`src/rtl/accum_deser_pkg.sv`:
```
package accum_deser_pkg;

   typedef enum logic [1:0] {
      ST_ARM  = 2'd0,
      ST_LEAD = 2'd1,
      ST_RUN  = 2'd2
   } ds_state_e;

   localparam int ORD_GROUPED   = 0;
   localparam int ORD_MSB_FIRST = 1;
   localparam int ORD_LSB_FIRST = 2;

endpackage

```
`src/rtl/accum_deser_sync.sv`:
```
// Input synchronizer plus rising-edge detector on the synchronized line.
module accum_deser_sync #(
   parameter int STAGES = 2
) (
   input  logic clk,
   input  logic rst_n,
   input  logic line_i,
   output logic line_o,
   output logic rise_o
);

   logic line_q;

   generate
      if (STAGES == 0) begin : g_direct
         assign line_o = line_i;
      end else begin : g_chain
         logic [STAGES-1:0] chain_q;
         always_ff @(posedge clk) begin
            if (!rst_n) chain_q <= '0;
            else        chain_q <= (chain_q << 1) | STAGES'(line_i);
         end
         assign line_o = chain_q[STAGES-1];
      end
   endgenerate

   always_ff @(posedge clk) begin
      if (!rst_n) line_q <= 1'b0;
      else        line_q <= line_o;
   end

   assign rise_o = line_o & ~line_q;

endmodule

```
`src/rtl/accum_deser_phase.sv`:
```
// Free-running phase counter; strobe on the last phase of each period.
module accum_deser_phase #(
   parameter int PERIOD_LOG2 = 2,
   parameter int LOAD_VAL    = 0
) (
   input  logic clk,
   input  logic rst_n,
   input  logic load_i,
   output logic strobe_o
);

   logic [PERIOD_LOG2-1:0] ph_q;

   always_ff @(posedge clk) begin
      if (!rst_n)      ph_q <= '0;
      else if (load_i) ph_q <= PERIOD_LOG2'(LOAD_VAL);
      else             ph_q <= ph_q + 1'b1;
   end

   assign strobe_o = &ph_q;

endmodule

```
`src/rtl/accum_deser_weight.sv`:
```
// One-hot placement weight; the ORDER parameter picks the walk sequence.
module accum_deser_weight
   import accum_deser_pkg::*;
#(
   parameter int DATA_W = 32,
   parameter int NBITS  = 32,
   parameter int GROUP  = 8,
   parameter int ORDER  = ORD_GROUPED
) (
   input  logic              clk,
   input  logic              rst_n,
   input  logic              load_i,
   input  logic              step_i,
   input  logic              clear_i,
   output logic [DATA_W-1:0] weight_o
);

   logic [DATA_W-1:0] weight_q;
   logic [DATA_W-1:0] start_w;
   logic [DATA_W-1:0] next_w;

   generate
      if (ORDER == ORD_GROUPED) begin : g_grouped
         localparam int NG = DATA_W / GROUP;
         logic [NG-1:0] at_floor;
         for (genvar g = 0; g < NG; g++) begin : g_floor
            assign at_floor[g] = weight_q[g*GROUP];
         end
         assign start_w = DATA_W'(1) << (GROUP - 1);
         // bottom of a group: jump to the top of the next group
         assign next_w  = (|at_floor) ? (weight_q << (2*GROUP - 1))
                                      : (weight_q >> 1);
      end else if (ORDER == ORD_MSB_FIRST) begin : g_msb
         assign start_w = DATA_W'(1) << (NBITS - 1);
         assign next_w  = weight_q >> 1;
      end else begin : g_lsb
         assign start_w = DATA_W'(1);
         assign next_w  = weight_q << 1;
      end
   endgenerate

   always_ff @(posedge clk) begin
      if (!rst_n)       weight_q <= '0;
      else if (clear_i) weight_q <= '0;
      else if (load_i)  weight_q <= start_w;
      else if (step_i)  weight_q <= next_w;
   end

   assign weight_o = weight_q;

endmodule

```
`src/rtl/accum_deser_acc.sv`:
```
// Accumulator: adds the weight on gated strobes, cleared at a start edge.
module accum_deser_acc #(
   parameter int DATA_W = 32
) (
   input  logic              clk,
   input  logic              rst_n,
   input  logic              clear_i,
   input  logic              add_i,
   input  logic [DATA_W-1:0] weight_i,
   output logic [DATA_W-1:0] acc_o
);

   logic [DATA_W-1:0] acc_q;

   always_ff @(posedge clk) begin
      if (!rst_n)       acc_q <= '0;
      else if (clear_i) acc_q <= '0;
      else if (add_i)   acc_q <= acc_q + weight_i;
   end

   assign acc_o = acc_q;

endmodule

```
`src/rtl/accum_deser.sv`:
```
module accum_deser
   import accum_deser_pkg::*;
#(
   parameter int DATA_W      = 32,
   parameter int NBITS       = 32,
   parameter int GROUP       = 8,
   parameter int ORDER       = ORD_GROUPED,
   parameter int PERIOD_LOG2 = 2,
   parameter int FIRST_DELAY = 8,
   parameter int SYNC_STAGES = 2
) (
   input  logic              clk,
   input  logic              rst_n,
   input  logic              serial_in,
   output logic [DATA_W-1:0] data_out,
   output logic              data_valid
);

   localparam int PERIOD  = 1 << PERIOD_LOG2;
   localparam int PH_LOAD = (PERIOD - (FIRST_DELAY % PERIOD)) % PERIOD;
   localparam int LEAD_W  = $clog2(FIRST_DELAY + 1);
   localparam int CNT_W   = $clog2(NBITS + 1);

   generate
      if (NBITS < 1 || NBITS > DATA_W) begin : g_bad_nbits
         $error("NBITS must lie in 1..DATA_W");
      end
      if (ORDER == ORD_GROUPED && (GROUP < 1 || DATA_W % GROUP != 0)) begin : g_bad_group
         $error("GROUP must divide DATA_W in grouped order");
      end
      if (ORDER < ORD_GROUPED || ORDER > ORD_LSB_FIRST) begin : g_bad_order
         $error("ORDER out of range");
      end
      if (FIRST_DELAY < 2) begin : g_bad_delay
         $error("FIRST_DELAY must be at least 2");
      end
      if (PERIOD_LOG2 < 1) begin : g_bad_period
         $error("PERIOD_LOG2 must be at least 1");
      end
      if (SYNC_STAGES < 0 || SYNC_STAGES > 4) begin : g_bad_sync
         $error("SYNC_STAGES must lie in 0..4");
      end
   endgenerate

   logic              line_s;
   logic              rise;
   logic              strobe;
   logic [DATA_W-1:0] weight;

   ds_state_e         state_q;
   logic [LEAD_W-1:0] lead_q;
   logic [CNT_W-1:0]  cnt_q;
   logic              valid_q;

   logic start;
   logic enter_run;
   logic run_strobe;
   logic last;

   assign start      = (state_q == ST_ARM) && rise;
   assign enter_run  = (state_q == ST_LEAD) && (lead_q == LEAD_W'(1));
   assign run_strobe = (state_q == ST_RUN) && strobe;
   assign last       = run_strobe && (cnt_q == CNT_W'(NBITS - 1));

   accum_deser_sync #(
      .STAGES (SYNC_STAGES)
   ) u_sync (
      .clk    (clk),
      .rst_n  (rst_n),
      .line_i (serial_in),
      .line_o (line_s),
      .rise_o (rise)
   );

   accum_deser_phase #(
      .PERIOD_LOG2 (PERIOD_LOG2),
      .LOAD_VAL    (PH_LOAD)
   ) u_phase (
      .clk      (clk),
      .rst_n    (rst_n),
      .load_i   (start),
      .strobe_o (strobe)
   );

   accum_deser_weight #(
      .DATA_W (DATA_W),
      .NBITS  (NBITS),
      .GROUP  (GROUP),
      .ORDER  (ORDER)
   ) u_weight (
      .clk      (clk),
      .rst_n    (rst_n),
      .load_i   (enter_run),
      .step_i   (run_strobe && !last),
      .clear_i  (last),
      .weight_o (weight)
   );

   accum_deser_acc #(
      .DATA_W (DATA_W)
   ) u_acc (
      .clk      (clk),
      .rst_n    (rst_n),
      .clear_i  (start),
      .add_i    (strobe && line_s),
      .weight_i (weight),
      .acc_o    (data_out)
   );

   always_ff @(posedge clk) begin
      if (!rst_n) begin
         state_q <= ST_ARM;
         lead_q  <= '0;
         cnt_q   <= '0;
         valid_q <= 1'b0;
      end else begin
         valid_q <= last;
         case (state_q)
            ST_ARM: begin
               if (rise) begin
                  state_q <= ST_LEAD;
                  lead_q  <= LEAD_W'(FIRST_DELAY - 1);
               end
            end
            ST_LEAD: begin
               if (lead_q == LEAD_W'(1)) begin
                  state_q <= ST_RUN;
                  cnt_q   <= '0;
               end else begin
                  lead_q <= lead_q - 1'b1;
               end
            end
            ST_RUN: begin
               if (strobe) begin
                  if (last) state_q <= ST_ARM;
                  else      cnt_q   <= cnt_q + 1'b1;
               end
            end
            default: state_q <= ST_ARM;
         endcase
      end
   end

   assign data_valid = valid_q;

endmodule

```
`config.mk`:
```
export PLATFORM = sky130hd
export DESIGN_NAME = accum_deser
export DESIGN_NICKNAME = d
export VERILOG_FILES = /design/src/rtl/accum_deser_pkg.sv /design/src/rtl/accum_deser_sync.sv /design/src/rtl/accum_deser_phase.sv /design/src/rtl/accum_deser_weight.sv /design/src/rtl/accum_deser_acc.sv /design/src/rtl/accum_deser.sv
export SDC_FILE = /design/constraint.sdc
export NUM_CORES = 1
export LEC_CHECK = 0
export BUFFER_PORTS_ARGS = -buffer_cell sky130_fd_sc_hd__buf_2
export CAP_MARGIN = 20
export CELL_PAD_IN_SITES_DETAIL_PLACEMENT = 0
export CELL_PAD_IN_SITES_GLOBAL_PLACEMENT = 2
export CORE_AREA = 2 2 117 119
export DETAILED_ROUTE_END_ITERATION = 7
export DIE_AREA = 0 0 119 121
export PLACE_DENSITY_LB_ADDON = 0.15
export SLEW_MARGIN = 25
export SYNTH_ARGS = -nofsm -noshare
export SYNTH_HDL_FRONTEND = slang
export SYNTH_SLANG_ARGS = --single-unit
```
`constraint.sdc`:
```
create_clock -name clk -period 5.98 [get_ports clk]
set_input_delay 1.196 -clock clk [delete_from_list [all_inputs] [get_ports clk]]
set_output_delay 1.196 -clock clk [all_outputs]
set_load 0.02 [all_outputs]
```
==> impl_metrics.env, run 1 <==
export IMPL_outcome="complete, no violations"
export IMPL_syn_avg_cell_area_um2=8.11
export IMPL_cts_resized=0
export IMPL_path_max_fanout=9
export IMPL_synth_net_count=656
export IMPL_cts_inserted_buffers=9
export IMPL_grt_usage=0.197
export IMPL_cp_start_kind="register"
export IMPL_final_area_um2=5500
export IMPL_worst_setup_path_type="reg2reg"
export IMPL_drt_pass1_iterations=5
export IMPL_hp_class="reg2reg"
export IMPL_reg2reg_from="u_weight.weight_o[6]$_SDFFE_PP0P_"
export IMPL_clkTransAtPathRegs_ps=70
export IMPL_clk_insertion_delay_late_ps=350
export IMPL_peakVddDrop_mv=0.114
export IMPL_dpl_worst_slack_ps=3140
export IMPL_drive_gt1_frac=0.107
export IMPL_start_util=0.383
export IMPL_layout_nets=669
export IMPL_grt_pass1_vias=4177
export IMPL_gp_congestion=0.848
export IMPL_post_cts_buffers=0
export IMPL_drt_iter0_markers=329
export IMPL_mostFrequentLayoutCells="91 x nand2_1, 82 x dfxtp_1, 70 x a21oi_1, 38 x nor2_1, 37 x nand3_1"
export IMPL_clock_path_buffers=2
export IMPL_required_ps=6220
export IMPL_clock_sinks=82
export IMPL_fmax_mhz=348
export IMPL_rsz0062_at_grt="false"
export IMPL_multi_input_area_um2=3070
export IMPL_setup_ws_ps=3110
export IMPL_num_io_pins=36
export IMPL_hold_start="u_phase.ph_q[0]$_SDFF_PP0_"
export IMPL_die_w_um=119
export IMPL_fin_crit_ps=2870
export IMPL_worst_pin_slew_ps=933
export IMPL_reg2regPathDepth=8
export IMPL_final_antenna_net_count=0
export IMPL_r2r_slack_ps=3110
export IMPL_wire_per_inst_um=16.9
export IMPL_cts_root_buf="clkbuf_16"
export IMPL_power_density_nw_per_um2=216
export IMPL_ys_seq_area_frac=0.328
export IMPL_synth_top_area_cell="dfxtp_1"
export IMPL_hold_viol=0
export IMPL_dieArea_um2=14400
export IMPL_synth_area_leaders="dfxtp_1 33%, ha_1 8.7%, a21oi_1 7.0%, nand2_1 6.8%, nand3_1 3.7%"
export IMPL_power_leakage_nw=2.35
export IMPL_drc=0
export IMPL_core_area_um2=13100
export IMPL_portBuffers=35
export IMPL_rows=42
export IMPL_fill_cells=1347
export IMPL_syn_to_final_growth_pct=9.77
export IMPL_grt_max_degree=46
export IMPL_overflow=0
export IMPL_synthCells=617
export IMPL_ys_ff_latch=82
export IMPL_grt_antenna_before_repair=0
export IMPL_drv_slew=0
export IMPL_whs_path_depth=1
export IMPL_final_common_cell="nand2_1"
export IMPL_ys_types=63
export IMPL_cap_violations=0
export IMPL_ctsHoldBuffers=0
export IMPL_die_h_um=121
export IMPL_finalWirelength_um=13700
export IMPL_insertedDiodeCount=0
export IMPL_regArea_um2=1640
export IMPL_cp_end_kind="register"
export IMPL_r2r_end="u_acc.acc_o[25]$_SDFFE_PP0P_"
export IMPL_syn_cell_area_um2=5010
export IMPL_post_route_period_util=0.480
export IMPL_synth_async_reset_ratio=0
export IMPL_h_tree_depth=3
export IMPL_place_area_um2=5180
export IMPL_dp_hpwl_um=10100
export IMPL_synth_top_area_frac=0.328
export IMPL_total_power_mw=1.19
export IMPL_relSlewSlack=0.376
export IMPL_fin_worst_skew_ps=9.76
export IMPL_synth_flop_cell="dfxtp_1"
export IMPL_yosys_warnings=0
export IMPL_vias_per_cell=5.50
export IMPL_hold_path_end="u_phase.ph_q[0]$_SDFF_PP0_"
export IMPL_cts_tree="done"
export IMPL_synth_edff_count=0
export IMPL_finalHoldWorstSlack_ps=420
export IMPL_vias=4459
export IMPL_setup_viol=0
export IMPL_timing_setup_tns_ps=0
export IMPL_grt_pass1_wl_um=22200
export IMPL_arrival_ps=3110
## power by group
| group | internal, mW | leakage, nW | switching, mW |
|---|---|---|---|
| clock network | 0.341 | 0.150 | 0.251 |
| logic | 0.0120 | 1.54 | 0.0263 |
| registers | 0.552 | 0.662 | 0.00600 |
| total | 0.905 | 2.35 | 0.283 |
## layout make-up
cell class,instances,area share
multi-input cells,484,0.558
flip-flops and latches,82,0.299
clock buffers,10,0.0435
well taps,176,0.0401
repair buffers,38,0.0360
clock inverters,6,0.0132
inverters,15,0.0102
## critical path, stage by stage (launching register included)
cell and delay (ps):
dfxtp_1 360, ha_1 470, nand4_1 170, nor3_1 510
o21ai_1 220, a31oi_1 420, o211ai_1 170, a21o_1 200
a32o_1 250
## sequential cells by signal, summed over array words and instances, names as in the netlist
name                    count
u_phase.ph_q                2
u_sync.line_q               1
lead_q                      4
u_acc.acc_o                32
state_q                     2
u_weight.weight_o          32
u_sync.g_chain.chain_q      2
cnt_q                       6
data_valid                  1
## logic make-up after synthesis
family                     synth area share
AOI/OAI and AO/OA                     0.230
xor gates and xnor gates             0.0507
adders and majority gates            0.0915
buffers and inverters                0.0610
DFF                                   0.328
muxes                                0.0345
and+or+nand+nor                       0.204
## how the worst max path moves through the flow
stage | from | endpoint | slack, ps | cells after the start
floorplan | u_acc.acc_o[0]$_SDFFE_PP0P_ | u_acc.acc_o[30]$_SDFFE_PP0P_ | 3620 | 9
global placement | rst_n | u_acc.acc_o[30]$_SDFFE_PP0P_ | 3180 | 6
detailed placement | u_weight.weight_o[6]$_SDFFE_PP0P_ | u_acc.acc_o[25]$_SDFFE_PP0P_ | 3140 | 8
CTS | u_weight.weight_o[7]$_SDFFE_PP0P_ | u_acc.acc_o[25]$_SDFFE_PP0P_ | 3140 | 8
global route | u_weight.weight_o[6]$_SDFFE_PP0P_ | u_acc.acc_o[25]$_SDFFE_PP0P_ | 2870 | 8
finish | u_weight.weight_o[6]$_SDFFE_PP0P_ | u_acc.acc_o[25]$_SDFFE_PP0P_ | 3110 | 8
## synth_stat cells (all sizes together) (6+ instances only)
| cell type | n |
|---|---|
| xor2 | 17 |
| inv | 15 |
| nor3 | 9 |
| and2 | 6 |
| ha | 35 |
| nor2 | 39 |
| clkbuf | 14 |
| a211oi | 18 |
| dfxtp | 82 |
| mux2i | 15 |
| xnor2 | 12 |
| o21ai | 34 |
| nand2 | 91 |
| a21o | 17 |
| buf | 21 |
| nand3 | 37 |
| a21oi | 73 |
| nand4 | 12 |
## per-stage QoR
stage           util  std cells
6_report       0.420        811
5_1_grt        0.420        811
4_1_cts        0.420        811
3_5_place_dp   0.396        795
3_3_place_gp   0.396        795
2_1_floorplan      -        617
## per-layer routing
| metal | wire (um) | track usage | up-vias | part of all wire |
|---|---|---|---|---|
| met5 | 0 | 0 | - | 0 |
| met4 | 304 | 0.0774 | 0 | 0.022 |
| met3 | 509 | 0.0371 | 17 | 0.037 |
| met2 | 6120 | 0.303 | 96 | 0.45 |
| met1 | 6760 | 0.272 | 2094 | 0.49 |
| li1 | - | - | 2252 | - |
Power figures use the tool's default switching activity.
==> run 2, diff against run 1 <==
Settings changed: CORE_AREA 2 2 117 119 to 2 2 127 129, DIE_AREA 0 0 119 121 to 0 0 129 131.
Clock period 5.98 ns to 2.4 ns, I/O delays scaled along.
==> run 2 against run 1 <==
- critical path type unchanged
- cell area grew 22%
- routed wire length grew 16%
- first-iteration DRC count shrank 22%
- die area grew 17%
- count of clock-buffer cells in the layout shrank 1
- largest power group is now registers
- worst hold slack lost 81 ps
- register-to-register slack lost 3100 ps
- non-clock buffer count grew 109
==> impl_metrics.env, run 2 (synthesis results as in run 1) <==
export IMPL_finalWirelength_um=15900
export IMPL_final_area_um2=6720
export IMPL_vias_per_cell=5.00
export IMPL_wire_per_inst_um=16.5
export IMPL_cp_start_kind="register"
export IMPL_cp_slowest_cell="dfxtp_1"
export IMPL_final_util=0.431
export IMPL_h_tree_depth=3
export IMPL_fill_cells=1580
export IMPL_power_density_nw_per_um2=422
export IMPL_drv_slew=0
export IMPL_relSlewSlack=0.559
export IMPL_setup_ws_ps=54.5
export IMPL_clkTransAtPathRegs_ps=70
export IMPL_setup_viol=0
export IMPL_drt_pass1_iterations=4
export IMPL_p_int_mw=2.13
export IMPL_grt_pass1_wl_um=24900
export IMPL_p_seq_frac=0.489
export IMPL_dp_hpwl_um=12100
export IMPL_drc=0
export IMPL_clock_sinks=82
export IMPL_crit_start="u_weight.weight_o[26]$_SDFFE_PP0P_"
export IMPL_insertedDiodeCount=0
export IMPL_fmax_mhz=426
export IMPL_cts_tree="done"
export IMPL_grt_max_degree=46
export IMPL_rsz0062_at_grt="true"
export IMPL_grt_usage=0.192
export IMPL_rows=46
export IMPL_cp_end_kind="register"
export IMPL_r2r_slack_ps=50
export IMPL_hold_start="serial_in"
export IMPL_die_h_um=131
export IMPL_clock_path_buffers=2
export IMPL_mostFrequentLayoutCells="111 x buf_4, 91 x nand2_1, 68 x dfxtp_1, 64 x a21oi_1, 39 x nor2_1"
export IMPL_dpl_worst_slack_ps=-167
export IMPL_clk_insertion_delay_late_ps=340
export IMPL_power_switching_mw=0.709
export IMPL_start_util=0.321
export IMPL_cts_root_buf="clkbuf_16"
export IMPL_grt_pass1_vias=4706
export IMPL_peakVddDrop_mv=0.336
export IMPL_drive_gt1_frac=0.312
export IMPL_cp_cell_sequence="ha_2 -> a21o_1 -> a211o_1 -> o22ai_2 -> o21ai_1 -> o31a_1 -> or4_1 -> a21oi_1"
export IMPL_grt_antenna_before_repair=0
export IMPL_final_common_cell="buf_4"
export IMPL_gp_congestion=0.865
export IMPL_clockPowerShare=0.468
export IMPL_path_max_fanout=6
export IMPL_post_route_period_util=0.977
export IMPL_required_ps=2680
export IMPL_final_antenna_net_count=0
export IMPL_syn_to_final_growth_pct=34.2
export IMPL_core_area_um2=15600
export IMPL_endpoint="u_acc.acc_o[31]$_SDFFE_PP0P_"
export IMPL_hold_viol=0
export IMPL_outcome="complete, no violations"
export IMPL_layout_nets=778
export IMPL_overflow=0
export IMPL_portBuffers=35
export IMPL_share_comb_of_total_power=0.043
export IMPL_place_area_um2=6030
export IMPL_met3_length_um=428
export IMPL_reg2regPathDepth=8
export IMPL_dieArea_um2=16900
export IMPL_power_leakage_nw=2.85
export IMPL_cap_violations=0
export IMPL_fin_crit_ps=2350
export IMPL_reg2reg_from="u_weight.weight_o[26]$_SDFFE_PP0P_"
export IMPL_hp_class="in2reg"
export IMPL_met2_wirelength_um=7250
export IMPL_maxUsedRoutingLayer="met4"
export IMPL_worst_pin_slew_ps=661
export IMPL_total_power_mw=2.84
export IMPL_fin_worst_skew_ps=9.29
export IMPL_swShare=0.250
export IMPL_die_w_um=129
export IMPL_worst_setup_path_type="reg2reg"
export IMPL_vias=4793
export IMPL_cts_inserted_buffers=9
export IMPL_arrival_ps=2630
export IMPL_wl_met1_um=7840
export IMPL_drt_iter0_markers=258
export IMPL_r2r_end="u_acc.acc_o[31]$_SDFFE_PP0P_"
export IMPL_num_io_pins=36
export IMPL_cpPeakStageDelay_ps=440
-- run 2: cell count changes in the layout (fill, tap and decap cells not counted), sizes merged --
| cell | previous run | this run |
|---|---|---|
| clkinv | 1 | 2 |
| inv | 18 | 17 |
| clkinvlp | 1 | 2 |
| clkbuf | 10 | 9 |
| bufinv | 1 | 0 |
| buf | 38 | 147 |
-- run 2: cell type report --
class                      count  area (um^2)  area share
timing repair buffer         147         1030       0.153
inverter                      15         56.3     0.00838
multi-input combinational    484         3430       0.510
sequential                    82         1660       0.247
clock inverter                 6         50.0     0.00745
clock buffer                   9          225      0.0335
tap                          216          270      0.0402
-- run 2: how the worst min path moves through the flow --
| stage | to | cells past startpoint |
|---|---|---|
| final | u_sync.g_chain.chain_q[0]$_SDFF_PN0_ | 2 |
| after global routing | u_sync.g_chain.chain_q[0]$_SDFF_PN0_ | 2 |
| after CTS | u_sync.g_chain.chain_q[0]$_SDFF_PN0_ | 2 |
| after detailed placement | u_phase.ph_q[0]$_SDFF_PP0_ | 1 |
| after global placement | u_phase.ph_q[0]$_SDFF_PP0_ | 1 |
| after floorplan | u_phase.ph_q[0]$_SDFF_PP0_ | 1 |
-- run 2: routing by layer --
layer  GRT usage  up-vias
met5           0        -
met4      0.0665        0
met3      0.0318       16
met2       0.314       62
met1       0.257     2252
li1            -     2463
-- run 2: power by group through the flow --
| stage | sequential, mW | clock [mW] | combinational [mW] |
|---|---|---|---|
| 6_report | 1.39 | 1.33 | 0.121 |
| 2_1_floorplan | 1.42 | 0 | 0.0781 |
| 4_1_cts | 1.39 | 1.38 | 0.124 |
| 5_1_grt | 1.39 | 1.45 | 0.137 |
| 3_3_place_gp | 1.42 | 0 | 0.121 |
| 3_5_place_dp | 1.42 | 0 | 0.124 |
-- run 2: critical path: cells and delay by family, from the launching register on --
family,cells,cell delay (ps)
compound gates,6,1090
flops,1,440
fa+ha+maj,1,350
simple gates,1,400
-- run 2: through the flow --
| stage | cells | hold slack [ps] | setup TNS, ps |
|---|---|---|---|
| after detailed placement | 940 | 417 | -575 |
| after global placement | 940 | 408 | -511 |
| after CTS | 957 | 327 | -5.70 |
| after floorplan | 617 | 399 | 0 |
| after global routing | 959 | 336 | -30.0 |
| final | 959 | 339 | 0 |
-- run 2: repair_timing --
action | in CTS | in global routing
cloned | 0 | 0
hold buffers | 0 | 0
resized for setup | 17 | 49
setup endpoints to repair | 11 | 14
pin swaps | 5 | 24
setup buffers | 2 | 2
==> run 3, diff against run 2 <==
Settings changed: CORE_AREA 2 2 127 129 to 2 2 104 156, DIE_AREA 0 0 129 131 to 0 0 106 158.
==> run 3 against run 2 <==
- the flow now finishes with violations (setup timing)
- clock skew about the same
- register-to-register slack worse by 110 ps
- flip-flop and latch count unchanged
- via count up 2.8%
- critical path type unchanged
- critical endpoint unchanged
- largest cell class unchanged
==> impl_metrics.env, run 3 (synthesis results as in run 1) <==
export IMPL_grt_met3_usage=0.0276
export IMPL_wire_per_inst_um=17.1
export IMPL_core_area_um2=15500
export IMPL_grt_pass1_wl_um=25700
export IMPL_cp_start_kind="register"
export IMPL_cap_violations=0
export IMPL_path_max_fanout=7
export IMPL_clkTransAtPathRegs_ps=70
export IMPL_fill_cells=1555
export IMPL_clk_insertion_delay_late_ps=350
export IMPL_power_leakage_nw=2.91
export IMPL_drive_gt1_frac=0.338
export IMPL_final_util=0.441
export IMPL_grt_pass1_vias=4957
export IMPL_overflow=0
export IMPL_fmax_mhz=408
export IMPL_cp_end_kind="register"
export IMPL_drc=0
export IMPL_outcome="finished, violations left"
export IMPL_dieArea_um2=16700
export IMPL_r2r_end="u_acc.acc_o[31]$_SDFFE_PP0P_"
export IMPL_grt_busiest_layer="met2"
export IMPL_cts_inserted_buffers=9
export IMPL_mostFrequentLayoutCells="108 x buf_4, 90 x nand2_1, 59 x a21oi_1, 59 x dfxtp_1, 39 x nor2_1"
export IMPL_layout_nets=776
export IMPL_arrival_ps=2730
export IMPL_vias_per_cell=5.21
export IMPL_hp_class="in2reg"
export IMPL_cts_tree="done"
export IMPL_reg2regPathDepth=10
export IMPL_syn_to_final_growth_pct=36.3
export IMPL_clock_sinks=82
export IMPL_setup_ws_ps=-52.8
export IMPL_insertedDiodeCount=0
export IMPL_dpl_cell_count=919
export IMPL_start_util=0.323
export IMPL_total_power_mw=2.98
export IMPL_worst_setup_path_type="reg2reg"
export IMPL_hold_path_end="u_sync.g_chain.chain_q[0]$_SDFF_PN0_"
export IMPL_whs_path_depth=2
export IMPL_h_tree_depth=3
export IMPL_violations="setup timing"
export IMPL_reg2reg_from="u_acc.acc_o[8]$_SDFFE_PP0P_"
export IMPL_relSlewSlack=0.590
export IMPL_worst_pin_slew_ps=614
export IMPL_final_common_cell="buf_4"
export IMPL_multi_input_area_um2=3510
export IMPL_portBuffers=35
export IMPL_drt_pass1_iterations=4
export IMPL_dp_hpwl_um=12500
export IMPL_drt_iter0_markers=169
export IMPL_setup_viol=1
export IMPL_gp_congestion=0.897
export IMPL_hold_start="serial_in"
export IMPL_rsz0062_at_grt="true"
export IMPL_grt_max_degree=46
export IMPL_regArea_um2=1680
export IMPL_clock_path_buffers=2
export IMPL_hold_viol=0
export IMPL_cts_root_buf="clkbuf_16"
export IMPL_peakVddDrop_mv=0.272
export IMPL_dpl_worst_slack_ps=-241
export IMPL_r2r_slack_ps=-50
export IMPL_use_met1=0.215
export IMPL_num_io_pins=36
export IMPL_finalWirelength_um=16100
export IMPL_fin_crit_ps=2450
export IMPL_grt_usage=0.199
export IMPL_rows=56
export IMPL_die_h_um=158
export IMPL_fin_worst_skew_ps=9.17
export IMPL_fin_cells=945
export IMPL_place_area_um2=5960
export IMPL_grt_util_met2=0.370
export IMPL_grt_antenna_before_repair=0
export IMPL_final_antenna_net_count=0
export IMPL_power_density_nw_per_um2=437
export IMPL_post_route_period_util=1.02
export IMPL_die_w_um=106
export IMPL_vias=4926
export IMPL_drv_slew=0
export IMPL_final_area_um2=6820
export IMPL_required_ps=2670
==> run 3: cell count changes in the layout (fill, tap and decap cells not counted), moves of 2 or more <==
cell / change
a21oi_2: +5
o21ai_1: -2
dfxtp_1: -9
ha_2: -3
a21oi_1: -5
dfxtp_2: +8
buf_4: -3
clkinv_4: -2
ha_4: +4
o21ai_2: +4
==> run 3: stage by stage <==
stage	hold slack, ps	setup TNS [ps]
floorplan	399	0
global placement	411	-493
detailed placement	419	-470
CTS	328	-53.7
global route	343	-132
finish	339	-52.8
==> run 3: critical path: stages (launching register included) <==
cell,delay [ps]
dfxtp_2,340
ha_4,260
nand4_1,130
buf_4,130
o22ai_4,70
buf_4,140
o211ai_1,250
o21ai_1,150
o31a_1,330
or4_4,430
a21oi_2,140
==> run 3: timing repair <==
| action | 4_1_cts | 5_1_grt |
|---|---|---|
| pin swaps | 16 | 19 |
| gates resized for setup | 60 | 31 |
| cloned | 0 | 0 |
| hold buffers | 0 | 0 |
| endpoints found under the setup margin | 6 | 13 |
| buffers inserted | 8 | 3 |
==> run 3: worst max-delay path by stage <==
stage | start | end | slack [ps] | cells after the start
6_report | u_acc.acc_o[8]$_SDFFE_PP0P_ | u_acc.acc_o[31]$_SDFFE_PP0P_ | -50 | 10
4_1_cts | u_acc.acc_o[16]$_SDFFE_PP0P_ | u_acc.acc_o[31]$_SDFFE_PP0P_ | -50 | 9
3_5_place_dp | u_acc.acc_o[1]$_SDFFE_PP0P_ | u_acc.acc_o[31]$_SDFFE_PP0P_ | -240 | 9
5_1_grt | u_weight.weight_o[11]$_SDFFE_PP0P_ | u_acc.acc_o[31]$_SDFFE_PP0P_ | -110 | 10
3_3_place_gp | u_acc.acc_o[1]$_SDFFE_PP0P_ | u_acc.acc_o[31]$_SDFFE_PP0P_ | -190 | 9
2_1_floorplan | u_acc.acc_o[0]$_SDFFE_PP0P_ | u_acc.acc_o[30]$_SDFFE_PP0P_ | 40 | 9
==> run 3: final cells by class <==
class | count | share of cell area
Tap cell | 203 | 0.0372
Clock inverter | 6 | 0.0106
Timing Repair Buffer | 145 | 0.149
Sequential cell | 82 | 0.246
Inverter | 15 | 0.00825
Clock buffer | 10 | 0.0350
Multi-Input combinational cell | 484 | 0.514
==> run 3: routing by layer <==
| metal | up-vias | part of all wire | routed length [um] |
|---|---|---|---|
| li1 | 2458 | - | - |
| met4 | 0 | 0.042 | 682 |
| met1 | 2355 | 0.41 | 6650 |
| met2 | 79 | 0.52 | 8430 |
| met5 | - | 0 | 0 |
| met3 | 34 | 0.022 | 360 |
==> run 3: where the power goes <==
part | internal (mW) | switching (mW)
sequential | 1.37 | 0.0145
combinational | 0.0455 | 0.0754
clock | 0.846 | 0.628
